--- src/rtl/intc_pkg.sv ---
// Shared constants for the two-stage interrupt controller: bus widths and
// register offsets. Offsets are byte addresses on a word-wide bus.
package intc_pkg;
    localparam int ADDR_W = 5;
    localparam int BUS_W  = 32;

    localparam logic [ADDR_W-1:0] OFS_RAW    = 5'h00;
    localparam logic [ADDR_W-1:0] OFS_ROUTE  = 5'h04;
    localparam logic [ADDR_W-1:0] OFS_MASK   = 5'h08;
    localparam logic [ADDR_W-1:0] OFS_WIN    = 5'h10;
    localparam logic [ADDR_W-1:0] OFS_WINIDX = 5'h14;
endpackage

--- src/rtl/irq_raw_latch.sv ---
// Raw pending latch: one sticky bit per source.
// Assumes set_i is sampled every edge; a set beats a clear on the same bit.
module irq_raw_latch #(
    parameter int N = 32
) (
    input  logic         clk,
    input  logic         rst_n,
    input  logic [N-1:0] set_i,
    input  logic [N-1:0] clr_i,
    output logic [N-1:0] pend_o
);
    // Capture new requests, drop bits cleared by software.
    always_ff @(posedge clk) begin
        if (!rst_n) pend_o <= '0;
        else        pend_o <= (pend_o & ~clr_i) | set_i;
    end
endmodule

--- src/rtl/irq_prio_pick.sv ---
// Fixed-priority picker: lowest set index wins.
// Outputs a one-hot grant and the index of the winning bit. Purely combinational.
module irq_prio_pick #(
    parameter int N  = 32,
    parameter int IW = (N > 1) ? $clog2(N) : 1
) (
    input  logic [N-1:0]  req_i,
    output logic [N-1:0]  grant_o,
    output logic [IW-1:0] idx_o
);
    // Scan from the top down, so the lowest set bit is written last and wins.
    always_comb begin
        grant_o = '0;
        idx_o   = '0;
        for (int i = N - 1; i >= 0; i--) begin
            if (req_i[i]) begin
                grant_o    = '0;
                grant_o[i] = 1'b1;
                idx_o      = IW'(i);
            end
        end
    end
endmodule

--- src/rtl/irq_winner_reg.sv ---
// Winner register: holds one granted normal request until software clears it.
// Assumes cand_i is one-hot or zero. The register reloads only while it is empty.
module irq_winner_reg #(
    parameter int N = 32
) (
    input  logic         clk,
    input  logic         rst_n,
    input  logic [N-1:0] cand_i,
    input  logic [N-1:0] clr_i,
    output logic [N-1:0] win_o
);
    // Load a new winner when empty, otherwise only honour clears.
    always_ff @(posedge clk) begin
        if (!rst_n)          win_o <= '0;
        else if (win_o == '0) win_o <= cand_i;
        else                 win_o <= win_o & ~clr_i;
    end
endmodule

--- src/rtl/irq_two_stage_ctrl.sv ---
// Two-stage interrupt controller top.
// Raw pending bits are routed either to the fast line or, if unmasked, to a
// fixed-priority winner register that drives the normal line.
// Assumes NSRC <= BUS_W. Reads are combinational; writes take effect at the edge.
module irq_two_stage_ctrl
    import intc_pkg::*;
#(
    parameter int NSRC = 32
) (
    input  logic                clk,
    input  logic                rst_n,
    input  logic [NSRC-1:0]     irq_src,
    input  logic                bus_sel,
    input  logic                bus_wr,
    input  logic [ADDR_W-1:0]   bus_addr,
    input  logic [BUS_W-1:0]    bus_wdata,
    output logic [BUS_W-1:0]    bus_rdata,
    output logic                irq_n,
    output logic                fiq_n
);
    localparam int IW = (NSRC > 1) ? $clog2(NSRC) : 1;

    logic            wr_en;
    logic [NSRC-1:0] wdat;
    logic [NSRC-1:0] raw_clr, win_clr;
    logic [NSRC-1:0] sp_q, ip_q, mode_q, mask_q;
    logic [NSRC-1:0] cand, cand_grant, ip_onehot_unused;
    logic [IW-1:0]   cand_idx_unused, ip_idx;

    assign wr_en = bus_sel & bus_wr;
    assign wdat  = bus_wdata[NSRC-1:0];

    // Decode the clearing writes for the two pending registers.
    always_comb begin
        raw_clr = (wr_en && bus_addr == OFS_RAW) ? wdat : '0;
        win_clr = (wr_en && bus_addr == OFS_WIN) ? wdat : '0;
    end

    // Routing and mask configuration registers.
    always_ff @(posedge clk) begin
        if (!rst_n) begin
            mode_q <= '0;
            mask_q <= '1;
        end else if (wr_en) begin
            if (bus_addr == OFS_ROUTE) mode_q <= wdat;
            if (bus_addr == OFS_MASK)  mask_q <= wdat;
        end
    end

    irq_raw_latch #(.N(NSRC)) u_raw (
        .clk    (clk),
        .rst_n  (rst_n),
        .set_i  (irq_src),
        .clr_i  (raw_clr),
        .pend_o (sp_q)
    );

    // Normal-path candidates: pending, routed normal, unmasked.
    assign cand = sp_q & ~mode_q & ~mask_q;

    irq_prio_pick #(.N(NSRC), .IW(IW)) u_pick (
        .req_i   (cand),
        .grant_o (cand_grant),
        .idx_o   (cand_idx_unused)
    );

    irq_winner_reg #(.N(NSRC)) u_win (
        .clk    (clk),
        .rst_n  (rst_n),
        .cand_i (cand_grant),
        .clr_i  (win_clr),
        .win_o  (ip_q)
    );

    // Encode the held winner; its input is one-hot, so the picker acts as an encoder.
    irq_prio_pick #(.N(NSRC), .IW(IW)) u_enc (
        .req_i   (ip_q),
        .grant_o (ip_onehot_unused),
        .idx_o   (ip_idx)
    );

    // Register read multiplexer.
    always_comb begin
        bus_rdata = '0;
        if (bus_sel) begin
            case (bus_addr)
                OFS_RAW:    bus_rdata = BUS_W'(sp_q);
                OFS_ROUTE:  bus_rdata = BUS_W'(mode_q);
                OFS_MASK:   bus_rdata = BUS_W'(mask_q);
                OFS_WIN:    bus_rdata = BUS_W'(ip_q);
                OFS_WINIDX: bus_rdata = BUS_W'(ip_idx);
                default:    bus_rdata = '0;
            endcase
        end
    end

    // Active-low request lines to the processor.
    assign irq_n = ~|ip_q;
    assign fiq_n = ~|(sp_q & mode_q);
endmodule

--- config.mk ---
export PLATFORM = sky130hd
export DESIGN_NAME = irq_two_stage_ctrl
export DESIGN_NICKNAME = d
export VERILOG_FILES = /design/src/rtl/intc_pkg.sv /design/src/rtl/irq_raw_latch.sv /design/src/rtl/irq_prio_pick.sv /design/src/rtl/irq_winner_reg.sv /design/src/rtl/irq_two_stage_ctrl.sv
export SDC_FILE = /design/constraint.sdc
export NUM_CORES = 1
export LEC_CHECK = 0
export BUFFER_PORTS_ARGS = -buffer_cell sky130_fd_sc_hd__buf_2
export CAP_MARGIN = 20
export CORE_MARGIN = 2
export CORE_UTILIZATION = 55
export DETAILED_ROUTE_END_ITERATION = 8
export PLACE_DENSITY_LB_ADDON = 0.15
export SLEW_MARGIN = 20
export SYNTH_ARGS = -nofsm -noshare
export SYNTH_HDL_FRONTEND = slang
export SYNTH_SLANG_ARGS = --single-unit
--- constraint.sdc ---
create_clock -name clk -period 2.51 [get_ports clk]
set_clock_uncertainty 0.05 [all_clocks]
set_input_delay 0 -clock clk [delete_from_list [all_inputs] [get_ports clk]]
set_output_delay 0 -clock clk [all_outputs]
set_load 0.05 [all_outputs]
==> metrics.md <==
| Metric | Value |
|---|---|
| Critical R2R Capture | `u_win.win_o[13]` |
| Clock slew at reported path FFs | `0.06 ns` |
| Most Crowded Layer GR | `met2` |
| Max_cap viols | `0` |
| Area contributors post-synth | `dfxtp_1 40%, nand2_1 15%, a21oi_1 5.2%` |
| Die height | `~110 um` |
| Period utilization | `0.981` |
| Worst Setup SP | `u_win.win_o[7]` |
| Final hold vios | `0` |
| Clk_lat worst skew | `0.42 ns` |
| Initial Utilization | `0.563` |
| Count of different cell masters after synthesis | `48` |
| CP Launch Type | `flop` |
| # IOs | `approximately 110` |
| Via/cell ratio | `6.33` |
| Iteration count of the initial detailed-routing pass | `9` |
| Grt ovf | `0` |
| Hold crit path type | `in -> reg` |
| Met1 Track Usage GR | `0.496` |
| Number of synthesized flops with an enable pin | `0` |
| Post-DP HPWL | `14900 um` |
| Final setup violation count | `0` |
| Mapped Area | `6400 um^2` |
| Pwr dens | `~580 nW/um^2` |
| Average size of a mapped cell | `7.50 um^2` |
| Most frequent cell after synthesis | `nand2_1` |
| Sequential area share after synthesis | `0.400` |
| Hold depth | `5` |
| Largest family of logic cells by synthesized area | `simple AND/OR/NAND/NOR gates` |
| Final ANT Viol Nets | `0` |
| Critical Path Sink Type | `output pin` |
| Synthesized flop and latch total | `128` |
| Crit Path Class | `reg -> out` |
| Worst vdd ir | `0.456 mV` |
| Vias in the first global route | `roughly 7500` |
| Worst reg2reg path depth | `7` |
| Vias | `7702` |
| TritonCTS Sinks | `roughly 130` |
| CP required | `2.46 ns` |
| Layout Cells excl Fill | `1217` |
| GRT Util Overall | `0.391` |
| Antenna cells | `0` |
| Status | `complete, no violations` |
| Post-placement cell count | `roughly 1100` |
| DRT iter0 DRCs | `1314` |
| Clock buffer depth | `2` |
| Post-synthesis compound-gate area fraction | `0.217` |
| Leak | `0.00343 uW` |
| Die ar. | `12500 um^2` |
| R2r startpoint | `u_win.win_o[9]` |
| Nets@finish | `1134` |
| Drc violations | `0` |
| Final Slew Violations | `0` |
| Least-Margin Pin Slew | `0.744 ns` |
| H-tree levels | `4` |
| Cells after synthesis | `854` |
| CTS Root Cell | `clkbuf_16` |
| Beginning of the worst hold path | `bus_wr` |
| IO Port Bufs | `106` |
| FFs w/ async S/R, synth | `0` |
| Met3 Usage GRT | `0.101` |
| Final worst path period need | `~2.5 ns` |
| Syn-to-layout area delta | `39.8%` |
| CTS tree | `yes` |
| Post-synthesis adder-cell area fraction | `0` |
| First-pass GRT wire length | `38800 um` |
| Post-synth net total | `around 930` |
| Antenna violations before repair | `0` |
| Share of layout cells above drive strength 1 | `0.174` |
| RSZ-0062 raised after global routing | `yes` |
| Synth Area in Simple Gates | `0.347` |
| Post-synth top cells | `249 x nand2_1, 128 x dfxtp_1, 66 x a21oi_1` |
| Final GP Congestion | `0.977` |
| Die X | `112 um` |
| Routed length per instance | `a little over 20 um` |
| Core Region | `11400 um^2` |
| Num CTS Buffers | `17` |
| R2R Setup Slk | `0.17 ns` |
| Dominant synthesized flop cell | `dfxtp_1` |
| Top-area cell type share of the netlist area | `0.400` |
| Std cell rows | `39` |
| Final WL | `24600 um` |
| Routing usage on met2 | `0.627` |
| Peak Freq | `just over 0.4 GHz` |
| Slew margin rel. | `0.503` |
| Crit path arrival time | `2.41 ns` |
| Hold WS | `0.259 ns` |
| Synth Area in XOR/XNOR | `0` |
| Worst Hold End | `mask_q[25]` |
| Multiplexer share of the synthesized area | `0` |
| Area leader, netlist | `dfxtp_1` |
| Largest net degree at the start of global routing | `78` |
| Yosys warns | `0` |
| Crit path max fanout | `5` |
-- state kept, by name, indices dropped and copies added, names as in the netlist --
signal and flops:
mode_q 32, u_raw.pend_o 32, mask_q 32, u_win.win_o 32
-- cell type report --
cell class | count | area (um^2)
multi-input cells | 665 | 3660
flip-flops and latches | 128 | 2570
fillers | 806 | 2420
repair buffers | 243 | 1900
clock buffers | 22 | 484
well taps | 143 | 179
clock inverters | 10 | 133
inverters | 6 | 22.5
-- cell usage in the layout, fill, tap and decap left out, drive strengths merged, types with 10 or more instances in the layout --
cell type    netlist  final
buf                1    135
nor3b             25     25
a21oi             66     66
clkbuf            54     22
nor4              10     10
a21boi            35     35
dfxtp            128    128
nor2b             39     39
a22oi             12     12
o21ai             26     26
nor3              10     10
dlygate4sd3        0    108
nand3             62     62
nor2              29     29
nand2            249    249
a222oi            32     32
-- routing by layer --
metal | vias up | wire length, um
li1 | 3473 | -
met4 | 0 | 954
met5 | - | 0
met2 | 556 | 11400
met1 | 3568 | 9240
met3 | 105 | 3070
-- critical path, cell delays in order (launching register included) --
cell and delay [ns]:
dfxtp_4 0.36, or4_4 0.54, nor3_4 0.20, o211ai_1 0.12, a311oi_1 0.29, or4_1 0.18
a31oi_1 0.08, buf_4 0.22
-- how the worst max path moves through the flow --
stage / slack [ns] / end
floorplan: 0.21 / u_win.win_o[7]
global placement: 0.31 / bus_rdata[4]
detailed placement: 0.24 / u_win.win_o[19]
CTS: 0.01 / bus_rdata[0]
global route: -0.05 / u_raw.pend_o[22]
finish: 0.05 / bus_rdata[1]
-- per-stage QoR --
stage	area, um^2	setup WS (ns)	util	TNS (ns)	power, uW
floorplan	6410	0.208	-	0	2330
global placement	7170	0.306	0.631	0	2490
detailed placement	7170	0.242	0.631	0	2510
CTS	8900	0.0138	0.783	0	5190
global route	8950	-0.0468	0.787	-0.129	5350
finish	8950	0.0472	0.787	0	5210
-- cell families (layout without fill, tap and decap cells) --
logic type             after synthesis  count (layout)
buffers and inverters               61             281
AOI/OAI and AO/OA                  202             202
DFF                                128             128
and+or+nand+nor                    463             463
-- report_power, final --
part	switching, uW	leakage [uW]	internal [uW]
combinational	231	0.00209	263
clock	914	0.000298	1660
sequential	66.7	0.00105	2080
total	1210	0.00343	4000
-- timing repair --
item,in CTS,in global routing
cloned,0,0
hold buffers,108,0
gates resized for setup,8,16
endpoints found under the setup margin,3,12
hold endpoints to repair,128,0
pin swaps,3,6
buffers inserted,1,1
(Power assumes the default switching activity.)
